**src/rtl/pit_channel.sv**
```systemverilog
module pit_channel #(
  parameter int DIGITS = 4,
  localparam int W = 4 * DIGITS
) (
  input  logic         clk,
  input  logic         rst_n,
  input  logic         tick,
  input  logic         gate,
  input  logic [2:0]   mode_in,
  input  logic         bcd_in,
  input  logic [W-1:0] reload_in,
  input  logic         load,
  output logic         out,
  output logic [W-1:0] count,
  output logic         loaded
);

  logic [2:0]   mode_q;
  logic         bcd_q, out_q, loaded_q, pend_q, run_q, hold_q, trig_q, gate_q;
  logic [W-1:0] rld_q, cnt_q, nxt1, nxt2, rld_even;
  logic [2:0]   mode_eff;
  logic         trig_now;

  function automatic logic [W-1:0] dec1(input logic [W-1:0] v, input logic dec);
    logic [W-1:0] r;
    logic borrow;
    r = v - 1'b1;
    if (dec) begin
      r = v;
      borrow = 1'b1;
      for (int i = 0; i < DIGITS; i++) begin
        if (borrow) begin
          if (r[4*i +: 4] == 4'd0) r[4*i +: 4] = 4'd9;
          else begin
            r[4*i +: 4] = r[4*i +: 4] - 4'd1;
            borrow = 1'b0;
          end
        end
      end
    end
    return r;
  endfunction

  assign mode_eff = (mode_in[2:1] == 2'b11) ? {1'b0, mode_in[1:0]} : mode_in;
  assign nxt1     = dec1(cnt_q, bcd_q);
  assign nxt2     = dec1(nxt1, bcd_q);
  assign rld_even = {rld_q[W-1:1], 1'b0};
  assign trig_now = trig_q | (gate & ~gate_q);
  assign out      = out_q;
  assign count    = cnt_q;
  assign loaded   = loaded_q;

  always_ff @(posedge clk) begin
    if (!rst_n) begin
      mode_q <= '0; bcd_q <= 1'b0; rld_q <= '0; cnt_q <= '0;
      out_q <= 1'b1; loaded_q <= 1'b0; pend_q <= 1'b0; run_q <= 1'b0;
      hold_q <= 1'b0; trig_q <= 1'b0; gate_q <= 1'b0;
    end else begin
      gate_q <= gate;
      if (load) begin
        mode_q <= mode_eff; bcd_q <= bcd_in; rld_q <= reload_in;
        pend_q <= 1'b1; loaded_q <= 1'b0; run_q <= 1'b0; hold_q <= 1'b0; trig_q <= 1'b0;
        out_q <= (mode_eff != 3'd0);
      end else begin
        if (gate & ~gate_q) trig_q <= 1'b1;
        if (mode_q == 3'd2 && !gate) out_q <= 1'b1;
        if (tick) begin
          trig_q <= 1'b0;
          case (mode_q)
            3'd0, 3'd4: begin
              if (mode_q == 3'd4 && !out_q) out_q <= 1'b1;
              if (pend_q) begin
                cnt_q <= rld_q; pend_q <= 1'b0; loaded_q <= 1'b1; run_q <= 1'b1;
              end else if (run_q && gate) begin
                cnt_q <= nxt1;
                if (nxt1 == '0) begin
                  run_q <= 1'b0;
                  out_q <= (mode_q == 3'd0);
                end
              end
            end
            3'd1, 3'd5: begin
              if (mode_q == 3'd5 && !out_q) out_q <= 1'b1;
              if (pend_q) begin
                cnt_q <= rld_q; pend_q <= 1'b0; loaded_q <= 1'b1;
              end
              if (run_q) begin
                cnt_q <= nxt1;
                if (nxt1 == '0) begin
                  run_q <= 1'b0;
                  out_q <= (mode_q == 3'd1);
                end
              end else if ((loaded_q || pend_q) && trig_now) begin
                cnt_q <= rld_q; run_q <= 1'b1;
                if (mode_q == 3'd1) out_q <= 1'b0;
              end
            end
            3'd2: begin
              if (pend_q) begin
                cnt_q <= rld_q; pend_q <= 1'b0; loaded_q <= 1'b1; out_q <= 1'b1;
              end else if (loaded_q && gate) begin
                if (nxt1 == '0) begin
                  cnt_q <= rld_q; out_q <= 1'b1;
                end else begin
                  cnt_q <= nxt1;
                  if (nxt1 == W'(1)) out_q <= 1'b0;
                end
              end
            end
            default: begin
              if (pend_q) begin
                cnt_q <= rld_even; pend_q <= 1'b0; loaded_q <= 1'b1;
                out_q <= 1'b1; hold_q <= rld_q[0];
              end else if (loaded_q && gate) begin
                if (hold_q) hold_q <= 1'b0;
                else if (nxt2 == '0) begin
                  cnt_q <= rld_even; out_q <= ~out_q; hold_q <= rld_q[0] & ~out_q;
                end else cnt_q <= nxt2;
              end
            end
          endcase
        end
      end
    end
  end

endmodule


```
**config.mk**
```make
export PLATFORM = sky130hd
export DESIGN_NAME = pit_channel
export DESIGN_NICKNAME = d
export VERILOG_FILES = /design/src/rtl/pit_channel.sv
export SDC_FILE = /design/constraint.sdc
export NUM_CORES = 1
export LEC_CHECK = 0
export ABC_AREA = 1
export ABC_CLOCK_PERIOD_IN_PS = 3300
export BUFFER_PORTS_ARGS = -buffer_cell sky130_fd_sc_hd__buf_2
export CAP_MARGIN = 20
export CORE_ASPECT_RATIO = 2
export CORE_MARGIN = 5
export CORE_UTILIZATION = 61
export CTS_CLUSTER_SIZE = 40
export DETAILED_ROUTE_END_ITERATION = 8
export PLACE_DENSITY_LB_ADDON = 0.15
export SLEW_MARGIN = 20
export SYNTH_ARGS = -nofsm -noshare
export SYNTH_HDL_FRONTEND = slang
export SYNTH_SLANG_ARGS = --single-unit
export TNS_END_PERCENT = 10
```
**constraint.sdc**
```tcl
create_clock -name clk -period 3.3 [get_ports clk]
set_clock_uncertainty 0.1 [all_clocks]
set_input_delay 0.495 -clock clk [delete_from_list [all_inputs] [get_ports clk]]
set_output_delay 0.495 -clock clk [all_outputs]
set_load 0.1 [all_outputs]
```
Word level (Yosys, flattened, before mapping)

Index checks and enable logic that the tools add are counted.

Equal/unequal tests: 11
Bitwise logic cells: 8
Add/sub/neg operators: 10
Reduce and logical (&&, ||, !) cells: 34
Multiplexer cells: 80

Operator list:

| kind                                                   | number |
|---|---|
| 2-to-1 mux 16 bit                                      | 14 |
| 2-to-1 mux 4 bit                                       | 14 |
| 2-to-1 mux 1 bit                                       | 48 |
| case mux 16 bit (3 select lines)                       | 1 |
| zero test 16 bit                                       | 2 |
| zero test 4 bit                                        | 8 |
| subtractor 16 x 1 -> 16 bit (second input constant)    | 2 |
| subtractor 4 x 1 -> 4 bit (second input constant)      | 8 |
| == test 16 x 1 -> 1 bit (second input constant)        | 1 |
| AND reduction 7 bit                                    | 1 |
| == test 3 bit (second input constant)                  | 2 |
| logical AND 1 bit                                      | 6 |
| inequality test 3 bit (second input constant)          | 2 |
| nonzero test 2 bit                                     | 3 |
| OR reduction 2 bit                                     | 3 |
| inequality test 5 x 2 -> 1 bit (second input constant) | 1 |
| inverter 1 bit                                         | 5 |
| OR reduction 5 bit                                     | 1 |
| inequality test 4 bit (second input constant)          | 1 |
| AND reduction 4 bit                                    | 1 |
| nonzero test 4 bit                                     | 1 |
| == test 3 x 1 -> 1 bit (second input constant)         | 1 |
| == test 3 x 2 -> 1 bit (second input constant)         | 1 |
| zero test 3 bit                                        | 1 |
| other kinds (13)                                       | 15 |

Logic and storage cells: 154
Output and inout bits: 18
Input port bits: 25
Register bits: 43

Longest topological paths before layout

Gate-level depths: netlist of run 1.

Depth after elaboration: 26
Depth in mapped cells: 27
Mapped depth without buffers: 27

Worst setup path before layout of run 1

Ideal clock, no wire load.

Kind: flip-flop to flip-flop
Start: reg cnt_q[0] (netlist: count[0])
End: reg cnt_q[1] (netlist: count[1])
Setup slack: -431 ps
Arrival: 3496 ps
Period minus slack after synthesis: 3731 ps
Cell stages (with the launch flop): 20
Library setup time: 134 ps
Cell sequence: dfxtp_1 > inv_1 > ha_1 > nand3_4 > inv_1 > or2_2 > ha_1 > nand2_1 > nand2_1 > nor2_1 > nand2_1 > nor2_1 > nand2_1 > nor2_1 > nand2_2 > nor2_4 > a21oi_4 > buf_6 > o211ai_1 > a21oi_1

Longest elaborated chain between the ends: 19
Elaborated cells between the ends (all ways): 52
Those cells by class: add/sub: 7; mux: 38; reduce/logical: 7

RTL lines:

| what                                                                                | RTL line | RTL |
|---|---|---|
| start: declaration                                                                  | 20       | `logic [W-1:0] rld_q, cnt_q, nxt1, nxt2, rld_even;` |
| start signal: assignment                                                            | 75       | `cnt_q <= nxt1;` |
| start signal: assignment                                                            | 88       | `cnt_q <= nxt1;` |
| start signal: assignment                                                            | 105      | `cnt_q <= nxt1;` |
| zero test 4 bit                                                                     | 33       | `if (r[4*i +: 4] == 4'd0) r[4*i +: 4] = 4'd9;` |
| 2-to-1 mux 1 bit                                                                    | 33       |  |
| 2-to-1 mux 1 bit                                                                    | 28       | `if (dec) begin` |
| 2-to-1 mux 1 bit / 2-to-1 mux 4 bit (equally long branches)                         | 32       | `if (borrow) begin` |
| 2-to-1 mux 1 bit / 2-to-1 mux 16 bit (equally long branches)                        | 28       |  |
| 2-to-1 mux 1 bit (tied with other cells)                                            | 32       |  |
| 2-to-1 mux 1 bit (tied with other cells)                                            | 28       |  |
| 2-to-1 mux 4 bit (tied with other cells)                                            | 32       |  |
| 2-to-1 mux 16 bit *                                                                 | 28       |  |
| parallel branches: the longest is 9 deep, another holds subtractor 16 x 1 -> 16 bit | n/a      |  |
| case mux 16 bit (3 select lines) *                                                  | 69       | `case (mode_q)` |

Every way passes the cells marked *. The select of a mux whose other input is x is not followed.
A chain may end at the register's enable or synchronous reset.

Worst setup path after layout of run 1

Start: reg cnt_q[0] (netlist: count[0])
End: reg cnt_q[14] (netlist: count[14])

The elaborated chain is that of the path after synthesis.

==> run_results.csv, run 1 <==
group,metric,value,unit
status,outcome,"complete, no violations",
synthesis,syn_avg_cell_area,5.60,µm²
synthesis,synth_most_common_cell,"nand2_1",
synthesis,synthArstFlopShare,0,
synthesis,netlist-cell-type-count,38,
timing,hold_viol,0,
die,core,6830,µm²
final_layout,drive_above_1_share,0.200,
setup_path,cp-end-kind,"flop",
cts,cts.clk_slew.worst_paths,0.06,ns
die,die_area,8800,µm²
drt,wl,15.4,mm
final_layout,nNetsFinal,836,
synthesis,ys_ff_latch,43,
setup_path,cp_top_family,"simple AND/OR/NAND/NOR gates",
setup_path,worst_path_largest_cell_delay,0.38,ns
grt,grt_usage,0.355,
synthesis,synth_warnings,0,
setup_path,required,3.41,ns
die,die_w,68.9,µm
setup_path,critPathBufInv,3,
grt,grt_pass1_wl,23.9,mm
cts,htreeDepth,2,
final_layout,layout.cells.non_filler,898,
drt,drt_pass1_iterations,7,
final_layout,syn_to_final_growth,18.2,%
placed_design,dpl.hpwl,11.2,mm
power,p_leak,0.00233,µW
grt,antenna_found_initial,0,
flow_run,drv_cap,0,
min_path,min_path_type,"input pin to flop",
timing,period_needed,3.20,ns
placed_design,placement.io_buffers,42,
timing,drv_slew,0,
synthesis,synth_edf_count,0,
drt,via_per_inst,6.11,
die,io_pins,43,
synthesis,yosysTopAreaCellShare,0.203,
synthesis,syn_nets,785,
setup_path,cpMostUsedCell,"nand2_2",
synthesis,yosys.area.top_type,"dfxtp_1",
final_layout,fillers,645,
drt,drt-initial-drc-count,620,
drt,drtAntennaViolNets,0,
setup_path,crit_type,"flop to flop",
grt,grt_overflow,0,
synthesis,synth_top_cells_by_area,"dfxtp_1 (20%), nand2_1 (20%), o21ai_0 (8.9%)",
cts,cts_tree,"built",
timing,worst_slew_pin_slew,0.638,ns
timing,setup_viol,0,
setup_path,cp-start-kind,"flop",
power,power.total,2280,µW
synthesis,synth_commonest_cells,"nand2_1 (220), inv_1 (84), o21ai_0 (75), a21oi_1 (70), nor2_1 (68)",
setup_path,cp_cell_sequence,"clkinvlp_4 -> buf_4 -> nand2_2 -> nand2_1 -> nand2_2 -> nand4_1 -> nor2_4 -> nand2_2 -> nor2_4 -> nand2_2 -> nand2_1 -> nand2_1 -> nand2_2 -> nand2_1 -> nor2_2 -> nand2_2 -> nor2_4 -> a21oi_4 -> clkbuf_16 -> o21ai_0 -> nand2_1 -> a21oi_1",
drt,dr_total_vias,5486,
drt,drc,0,
synthesis,synth-main-ff-cell,"dfxtp_1",
setup_path,crit_arrival,3.31,ns
final_layout,diodes,0,
power,power.density,455,nW/µm²
setup_path,cpMaxStageDelayCell,"dfxtp_4",
setup_path,path_max_fanout,12,
die,fp-row-count,43,
cts,cts_root_buf,"clkbuf_16",
timing,rsz0062_at_grt,"true",
final_layout,fin_util,0.732,
synthesis,syn-cell-area,4230,µm²
timing,slew_headroom,0.570,
die,die_height,128,µm
synthesis,yosysSeqAreaShare,0.203,
synthesis,synth_cells,756,
drt,wl_per_cell,17.1,µm
grt,grt_max_degree,41,
cts,cts_buffers,5,
placed_design,gp_congestion,1.03,
cts,insertion_delay,0.29,ns
cts,clock-sinks,43,
setup_path,ff2ff_setup_slack,0.10,ns
grt,first_global_vias,4965,
power,ir_worst_vdd,0.000386,V
timing,max_freq,313,MHz
die,start_util,0.619,
cts,clockBufferDepth,2,
timing,fin_crit_sh,0.970,
placed_design,placed_cells,885,
[metrics by stage]
| step | hold WS (ns) | worst slack [ns] | setup TNS [ns] | area [µm²] |
|---|---|---|---|---|
| after floorplan | 0.361 | 0.0121 | 0 | 4240 |
| after global placement | 0.393 | 0.120 | 0 | 4650 |
| after detailed placement | 0.410 | 0.0794 | 0 | 4650 |
| after CTS | 0.334 | 0.0706 | 0 | 4790 |
| after global routing | 0.345 | -0.111 | -1.23 | 5000 |
| final | 0.335 | 0.100 | 0 | 5000 |
[final timing paths]
path / start / end / cells past startpoint
max: count[0] / count[14] / 22
min: reload_in[0] / rld_q[0] / 3
max reg2reg: count[0] / count[14] / 22
min reg2reg: run_q / run_q / 2
[cell type report]
cell class | count | area, µm² | share of cell area
Multi-Input combinational cell | 589 | 3010 | 0.602
Clock buffer | 6 | 129 | 0.0258
Clock inverter | 2 | 12.5 | 0.00250
Timing Repair Buffer | 72 | 495 | 0.0990
Sequential cell | 43 | 873 | 0.175
Tap cell | 90 | 113 | 0.0225
Inverter | 96 | 369 | 0.0738
[cell families (layout without fill, tap and decap cells)]
kind of cell,count (synthesis),count (layout),share of synthesized area
DFF,43,43,0.203
AOI/OAI and AO/OA,193,193,0.260
and+or+nand+nor,389,389,0.403
buffers and inverters,124,176,0.116
adders and majority gates,4,4,0.0118
xor gates and xnor gates,3,3,0.00621
[placed cells by master (no fill, tap or decap), drive strengths merged, types with 3 or more instances in the layout]
master / Yosys / routed
nand4: 10 / 10
inv: 93 / 93
clkbuf: 17 / 8
nor2: 81 / 81
o22ai: 4 / 4
nand2: 231 / 231
clkinv: 3 / 3
a21oi: 71 / 71
o2111ai: 7 / 7
o21ai: 76 / 76
a211oi: 11 / 11
o211ai: 17 / 17
ha: 4 / 4
nand3b: 6 / 6
buf: 11 / 70
nand3: 56 / 56
nor3: 4 / 4
dfxtp: 43 / 43
[report_power, final]
| part | switching [µW] | internal, µW |
|---|---|---|
| Sequential | 44.3 | 554 |
| Combinational | 839 | 351 |
| Clock | 211 | 280 |
| Total | 1090 | 1180 |
[worst reg2reg max path: stages, from the launching register on]
cell and delay, ns:
dfxtp_4 0.38, clkinvlp_4 0.17, buf_4 0.19, nand2_2 0.09
nand2_1 0.08, nand2_2 0.08, nand4_1 0.21, nor2_4 0.21
nand2_2 0.08, nor2_4 0.15, nand2_2 0.08, nand2_1 0.08
nand2_1 0.07, nand2_2 0.08, nand2_1 0.08, nor2_2 0.17
nand2_2 0.09, nor2_4 0.15, a21oi_4 0.12, clkbuf_16 0.19
o21ai_0 0.14, nand2_1 0.07, a21oi_1 0.11
[per-layer routing]
| metal | up-vias | track usage | wire (µm) |
|---|---|---|---|
| met5 | - | 0 | 0 |
| met4 | 0 | 0.245 | 1360 |
| met3 | 114 | 0.0667 | 1470 |
| met2 | 363 | 0.560 | 7240 |
| met1 | 2401 | 0.418 | 5290 |
| li1 | 2608 | - | - |
[what timing repair did]
action / 4_1_cts / 5_1_grt
setup buffers: 0 / 3
endpoints found under the hold margin: 0 / 0
setup endpoints to repair: 0 / 18
resized for setup: 0 / 48
hold buffers: 0 / 0
Note: power is estimated with default switching activity, not from simulation.
==> run 2, diff against run 1 <==
MAX_ROUTING_LAYER = met4   (was unset)
==> run 2 against run 1 <==
Effect of this change:
- total power shrank 0.51%
- critical endpoint is now count[1]
- wire length shrank 0.62%
- hold slack worse by 0.0037 ns
- clock power is 5.3% higher
- sequential share of layout area up 0.28 points
- first-iteration DRC count shrank 2.7%
- setup slack improved by 0.016 ns
- flip-flop and latch count is the same
- combinational power decreased by 3%
- cell area is 1.9% lower
==> run_results.csv, run 2 (synthesis results as in run 1) <==
group,metric,value,unit
die,die_height,128,µm
drt,wl_per_cell,17.0,µm
grt,grt_max_degree,41,
final_layout,final_cell_area,4910,µm²
drt,dr_total_vias,5579,
cts,cts_buffers,5,
placed_design,gp_congestion,0.995,
status,outcome,"complete, no violations",
timing,hold_viol,0,
drt,drt-initial-drc-count,603,
min_path,hold_depth,2,
setup_path,cp-start-kind,"flop",
die,core,6830,µm²
power,power.density,462,nW/µm²
drt,drtAntennaViolNets,0,
placed_design,dpl.hpwl,11.4,mm
setup_path,ff2ff_setup_slack,0.12,ns
timing,worst_slew_pin_slew,0.603,ns
grt,grt_pass1_wl,24.2,mm
final_layout,nNetsFinal,837,
timing,fin_crit_sh,0.965,
grt,first_global_vias,4994,
timing,fin_ws,0.116,ns
flow_run,drv_cap,0,
die,start_util,0.619,
final_layout,fin_util,0.719,
drt,via_per_inst,6.21,
grt,grt_usage,0.369,
drt,drt_pass1_iterations,6,
cts,cts_hold_repair.buffers,0,
final_layout,drive_above_1_share,0.176,
grt,grt_overflow,0,
cts,insertion_delay,0.30,ns
setup_path,crit_arrival,3.24,ns
cts,cts_tree,"built",
final_layout,layout_common_cells,"nand2_1 (214), inv_1 (82), o21ai_0 (73), a21oi_1 (69), nor2_1 (61)",
power,ir_worst_vdd,0.000396,V
timing,max_freq,314,MHz
placed_design,placement.io_buffers,42,
cts,cts_root_buf,"clkbuf_16",
die,die_area,8800,µm²
setup_path,required,3.35,ns
timing,rsz0062_at_grt,"true",
placed_design,dp_slack,0.0179,ns
placed_design,placed_cells,884,
die,die_w,68.9,µm
final_layout,layout_commonest_cell,"nand2_1",
setup_path,reg2reg_depth,21,
cts,cts.clk_slew.worst_paths,0.07,ns
setup_path,crit_type,"flop to flop",
cts,clockBufferDepth,2,
power,p_leak,0.00231,µW
grt,antenna_found_initial,0,
drt,drc,0,
setup_path,cp-end-kind,"flop",
die,io_pins,43,
final_layout,syn_to_final_growth,16.0,%
min_path,min_path_type,"input pin to flop",
die,fp-row-count,43,
timing,period_needed,3.18,ns
final_layout,diodes,0,
placed_design,placed_cell_area,4630,µm²
setup_path,path_max_fanout,16,
cts,clock-sinks,43,
setup_path,reg2reg_to,"count[1]",
timing,drv_slew,0,
cts,htreeDepth,2,
timing,setup_viol,0,
min_path,min_to,"trig_q",
min_path,hold_start,"tick",
timing,slew_headroom,0.597,
setup_path,worstReg2RegStart,"count[0]",
final_layout,layout.cells.non_filler,899,
drt,wl,15.3,mm
## run 2: changes by cell type in the layout (fill, tap and decap cells not counted), moves of 2 or more
cell       delta
buf_4         +3
ha_4          -2
nand2_1      +10
dfxtp_2       -2
o21ai_0       -2
dfxtp_1       +2
o21ai_1       +2
clkbuf_16     -2
nand2_2      -11
nor2_2        -6
nor2_1        +6
## run 2: worst max-delay path, cell delays in order (launching register included)
cell        delay (ns)
dfxtp_4           0.39
clkinvlp_4        0.15
ha_2              0.25
nand3_1           0.11
nand2_1           0.11
nand2_1           0.12
nand2_4           0.10
inv_4             0.08
nand2_2           0.07
nor2_4            0.10
nand2_2           0.08
nor2_4            0.17
nand3_1           0.09
nand2_1           0.12
nand2_1           0.08
nor2_2            0.13
nand2_2           0.08
nor2_4            0.14
a21oi_4           0.08
buf_8             0.16
o211ai_1          0.21
a21oi_1           0.12
## run 2: power breakdown
group          leakage, µW  total [µW]  switching, µW  internal (µW)
combinational      0.00188        1150            816            335
clock            0.0000708         517            232            284
sequential        0.000357         600           46.7            553
total              0.00231        2270           1100           1170
## run 2: final cells by class
type / count / area [µm²]
inverters: 96 / 367
repair buffers: 73 / 463
clock inverters: 3 / 22.5
fillers: 673 / 1920
flip-flops and latches: 43 / 871
multi-input cells: 589 / 2950
well taps: 90 / 113
clock buffers: 5 / 125
## run 2: worst max-delay path by stage
stage | from | to
after floorplan | count[3] | count[1]
after global placement | count[0] | count[2]
after detailed placement | count[0] | count[2]
after CTS | count[0] | count[1]
after global routing | count[0] | count[1]
final | count[0] | count[1]
## run 2: repair_timing
item / 4_1_cts / 5_1_grt
gates resized for setup: 2 / 27
pin swaps: 1 / 6
setup endpoints to repair: 2 / 18
buffers inserted: 0 / 7
cloned: 0 / 0
## run 2: per-layer routing
layer  routed length [µm]  vias to the layer above  global-route usage  share of wire
li1                     -                     2610                   -              -
met1                 5430                     2508               0.438           0.36
met2                 7260                      346               0.565           0.48
met3                 1290                      115              0.0447          0.084
met4                 1300                        0               0.246          0.085
met5                    0                        -                   -              0
## run 2: through the flow
step | power, µW | TNS, ns | hold slack, ns
after floorplan | 1410 | 0 | 0.361
after global placement | 1670 | 0 | 0.392
after detailed placement | 1690 | 0 | 0.406
after CTS | 2190 | 0 | 0.339
after global routing | 2410 | -0.677 | 0.347
final | 2270 | 0 | 0.332
==> run 3, diff against run 2 <==
ABC_AREA = 0   (was 1)
CORE_UTILIZATION = 59   (was 61)
==> run 3 against run 2 <==
Effect of this change:
- the run now fails in global routing (5_1_grt)
- synthesized area decreased by 15%
- synthesized cell count decreased by 36%
==> run_results.csv, run 3 <==
group,metric,value,unit
cts,cts_root_buf,"clkbuf_16",
synthesis,yosysTopAreaCellShare,0.238,
synthesis,synthArstFlopShare,0,
cts,cts_hold_repair.buffers,0,
synthesis,yosysSeqAreaShare,0.238,
die,io_pins,43,
timing,endpoint_type,"register data pin",
grt,grt_max_degree,33,
grt,grt_overflow,80,
cts,clock-sinks,43,
grt,grt_usage,0.705,
placed_design,gp_congestion,1.05,
status,lastStage,"global routing (5_1_grt)",
die,die_height,121,µm
synthesis,syn_nets,512,
die,start_util,0.601,
die,fp-row-count,40,
die,die_w,65.3,µm
synthesis,synth_cells,483,
status,firstError,"[ERROR GRT-0232] Routing congestion too high. Check the congestion heatmap in the GUI.",
synthesis,yosys.area.top_type,"dfxtp_1",
placed_design,placement.io_buffers,42,
synthesis,synth_commonest_cells,"dfxtp_1 (43), nor2_1 (43), nand2_1 (37), a21oi_1 (32), o21ai_0 (31)",
synthesis,syn_avg_cell_area,7.48,µm²
synthesis,synth_edf_count,0,
cts,htreeDepth,2,
synthesis,ys_ff_latch,43,
status,outcome,"stopped before the end",
cts,clockBufferDepth,2,
synthesis,synth_top_cells_by_area,"dfxtp_1 (24%), mux2i_1 (7.5%), nor2_1 (4.5%)",
synthesis,syn-cell-area,3610,µm²
placed_design,dpl.hpwl,12.1,mm
synthesis,synth-main-ff-cell,"dfxtp_1",
timing,crit_endpoint,"count[7]$_SDFFE_PN0P_/D",
synthesis,synth_warnings,0,
cts,cts_buffers,5,
synthesis,netlist-cell-type-count,76,
run 3: cell families after synthesis:
group | Yosys count | share of synthesized area
muxes | 30 | 0.0842
buffers and inverters | 48 | 0.0530
adders and majority gates | 4 | 0.0139
and+or+nand+nor | 187 | 0.272
AOI/OAI and AO/OA | 155 | 0.300
xor gates and xnor gates | 16 | 0.0388
DFF | 43 | 0.238
run 3: routing by layer:
metal	overflow	track usage
met4	33	0.770
met3	0	0.414
met2	44	0.898
met1	3	0.682
met5	-	-
run 3: timing repair:
item | 4_1_cts
buffers inserted | 13
pin swaps | 29
setup endpoints to repair | 18
gates resized for setup | 67
run 3: through the flow:
stage / setup WS, ns / setup TNS (ns) / area, µm² / instances
floorplan: -0.475 / -6.31 / 3710 / 483
global placement: -0.563 / -7.04 / 4900 / 693
detailed placement: -0.600 / -8.32 / 4900 / 693
CTS: -0.296 / -3.89 / 5540 / 714
==> run 4, diff against run 3 <==
CORE_ASPECT_RATIO = unset   (was 2)
CORE_UTILIZATION = 40   (was 59)
CTS_CLUSTER_SIZE = unset   (was 40)
MAX_ROUTING_LAYER = unset   (was met4)
==> run 4 against run 3 <==
Effect of this change:
- the flow now finishes, with violations (negative setup slack)
- synthesized cell count unchanged
- synthesized area unchanged
==> run_results.csv, run 4 <==
group,metric,value,unit
cts,insertion_delay,0.30,ns
setup_path,cpMaxStageDelayCell,"or4_4",
setup_path,crit_path_end,"out",
grt,grt_max_degree,33,
synthesis,yosysTopAreaCellShare,0.238,
power,power.density,426,nW/µm²
final_layout,syn_to_final_growth,47.8,%
flow_run,drv_cap,0,
setup_path,worst_path_largest_cell_delay,0.55,ns
power,ir_worst_vdd,0.000269,V
drt,drt_pass1_iterations,5,
placed_design,placement.io_buffers,42,
setup_path,ff2ff_setup_slack,-0.40,ns
timing,hold_slack,0.345,ns
synthesis,yosysSeqAreaShare,0.238,
placed_design,placed_cell_area,4910,µm²
setup_path,cp-end-kind,"flop",
timing,setup_viol,18,
placed_design,gp_congestion,0.970,
cts,clock-sinks,43,
final_layout,drive_above_1_share,0.423,
cts,cts_tree,"built",
final_layout,diodes,0,
setup_path,cp-start-kind,"flop",
cts,cts.clk_slew.worst_paths,0.09,ns
drt,via_per_inst,6.00,
timing,slew_headroom,0.511,
synthesis,synthArstFlopShare,0,
final_layout,fillers,814,
die,fp-row-count,34,
setup_path,cp_num_cells,13,
die,die_w,105,µm
timing,hold_viol,0,
grt,antenna_found_initial,0,
grt,first_global_vias,4335,
final_layout,layout_common_cells,"buf_4 (138), nor2_1 (42), buf_2 (42), nand2_1 (32), dfxtp_1 (31)",
die,io_pins,43,
cts,cts_root_buf,"clkbuf_8",
synthesis,synth_edf_count,0,
synthesis,syn_nets,512,
grt,grt_usage,0.255,
min_path,min_path_type,"input pin to flop",
setup_path,path_max_fanout,5,
die,start_util,0.412,
drt,drt-initial-drc-count,434,
cts,cts_hold_repair.buffers,0,
synthesis,netlist-cell-type-count,76,
synthesis,syn-cell-area,3610,µm²
synthesis,synth-main-ff-cell,"dfxtp_1",
timing,fin_crit_sh,1.12,
timing,drv_slew,0,
status,violations,"negative setup slack",
timing,period_needed,3.70,ns
grt,grt_overflow,0,
drt,drc,0,
synthesis,synth_warnings,0,
setup_path,worstReg2RegStart,"count[0]",
cts,clockBufferDepth,2,
setup_path,reg2reg_depth,13,
synthesis,synth_commonest_cells,"dfxtp_1 (43), nor2_1 (43), nand2_1 (37), a21oi_1 (32), o21ai_0 (31)",
die,die_area,11000,µm²
cts,cts_buffers,5,
die,core,8760,µm²
synthesis,synth_top_cells_by_area,"dfxtp_1 (24%), mux2i_1 (7.5%), nor2_1 (4.5%)",
final_layout,layout_commonest_cell,"buf_4",
setup_path,cpMostUsedCell,"buf_4",
drt,dr_total_vias,4481,
timing,rsz0062_at_grt,"true",
drt,wl,14.6,mm
drt,wl_per_cell,19.6,µm
status,outcome,"finished, violations left",
final_layout,nNetsFinal,667,
setup_path,critPathBufInv,2,
synthesis,synth_cells,483,
setup_path,reg2reg_to,"out",
power,p_leak,0.00229,µW
synthesis,syn_avg_cell_area,7.48,µm²
setup_path,startpoint,"count[0]",
timing,worst_slew_pin_slew,0.727,ns
setup_path,required,3.43,ns
grt,grt_pass1_wl,23.0,mm
setup_path,crit_arrival,3.84,ns
final_layout,multi_input_area,2880,µm²
setup_path,crit_type,"flop to flop",
setup_path,cp_cell_sequence,"or3_1 -> a211o_1 -> a22oi_2 -> buf_4 -> nand3_1 -> nor4_1 -> a31oi_2 -> buf_4 -> nor4_4 -> nand4_2 -> or4_4 -> a41oi_2 -> a2bb2oi_1",
final_layout,seq_area,893,µm²
drt,drtAntennaViolNets,0,
setup_path,cp_top_family,"simple AND/OR/NAND/NOR gates",
timing,fin_ws,-0.404,ns
final_layout,final_cell_area,5340,µm²
synthesis,ys_ff_latch,43,
timing,max_freq,270,MHz
synthesis,yosys.area.top_type,"dfxtp_1",
die,die_height,105,µm
placed_design,dpl.hpwl,11.3,mm
cts,htreeDepth,2,
==> run 4: cell families (layout without fill, tap and decap cells) <==
family,Yosys count,after routing,synth area share
XOR/XNOR,16,16,0.0388
AND/OR/NAND/NOR,187,187,0.272
multiplexers,30,30,0.0842
flip-flops,43,43,0.238
buffers and inverters,48,204,0.0530
AO/OA/AOI/OAI,155,155,0.300
adder cells (fa/ha/maj),4,4,0.0139
==> run 4: repair_timing <==
action                                  4_1_cts  5_1_grt
endpoints found under the setup margin       19       18
buffers inserted                              4        2
pin swaps                                    16        7
resized for setup                            41       14
==> run 4: layout make-up <==
class / instances / share of cell area
inverter: 15 / 0.0105
sequential: 43 / 0.167
clock inverter: 1 / 0.000938
multi-input combinational: 392 / 0.540
tap: 108 / 0.0253
clock buffer: 7 / 0.0202
timing repair buffer: 181 / 0.236
==> run 4: layer usage <==
metal	GRT usage	wire length [µm]	vias to the layer above
met2	0.422	6830	204
met5	0	0	-
li1	-	-	2133
met4	0.0849	448	0
met3	0.0419	991	35
met1	0.336	6360	2109
==> run 4: how the worst min path moves through the flow <==
stage	from	to	cells past startpoint
after global placement	rld_q[14]	count[14]	2
after floorplan	rld_q[14]	count[14]	2
after CTS	reload_in[11]	rld_q[11]	3
after global routing	reload_in[11]	rld_q[11]	3
after detailed placement	rld_q[14]	count[14]	2
final	reload_in[11]	rld_q[11]	3
==> run 4: through the flow <==
step,power [µW],util,setup WS [ns],instances,TNS (ns)
3_5_place_dp,1730,0.560,-0.743,733,-10.89
2_1_floorplan,1230,-,-0.475,483,-6.31
3_3_place_gp,1730,0.560,-0.663,733,-9.37
5_1_grt,2390,0.609,-0.566,747,-7.78
6_report,2280,0.609,-0.404,747,-5.37
4_1_cts,2230,0.601,-0.333,745,-4.41
==> run 4: power breakdown <==
| group | switching [µW] | internal (µW) | total [µW] | leakage [µW] |
|---|---|---|---|---|
| registers | 31.7 | 545 | 577 | 0.000360 |
| clock network | 190 | 215 | 404 | 0.0000594 |
| logic | 718 | 577 | 1290 | 0.00187 |
==> run 4: worst min-delay path, stage by stage <==
cell     delay [ns]
buf_2          0.07
mux2i_1        0.05
nor2b_1        0.09
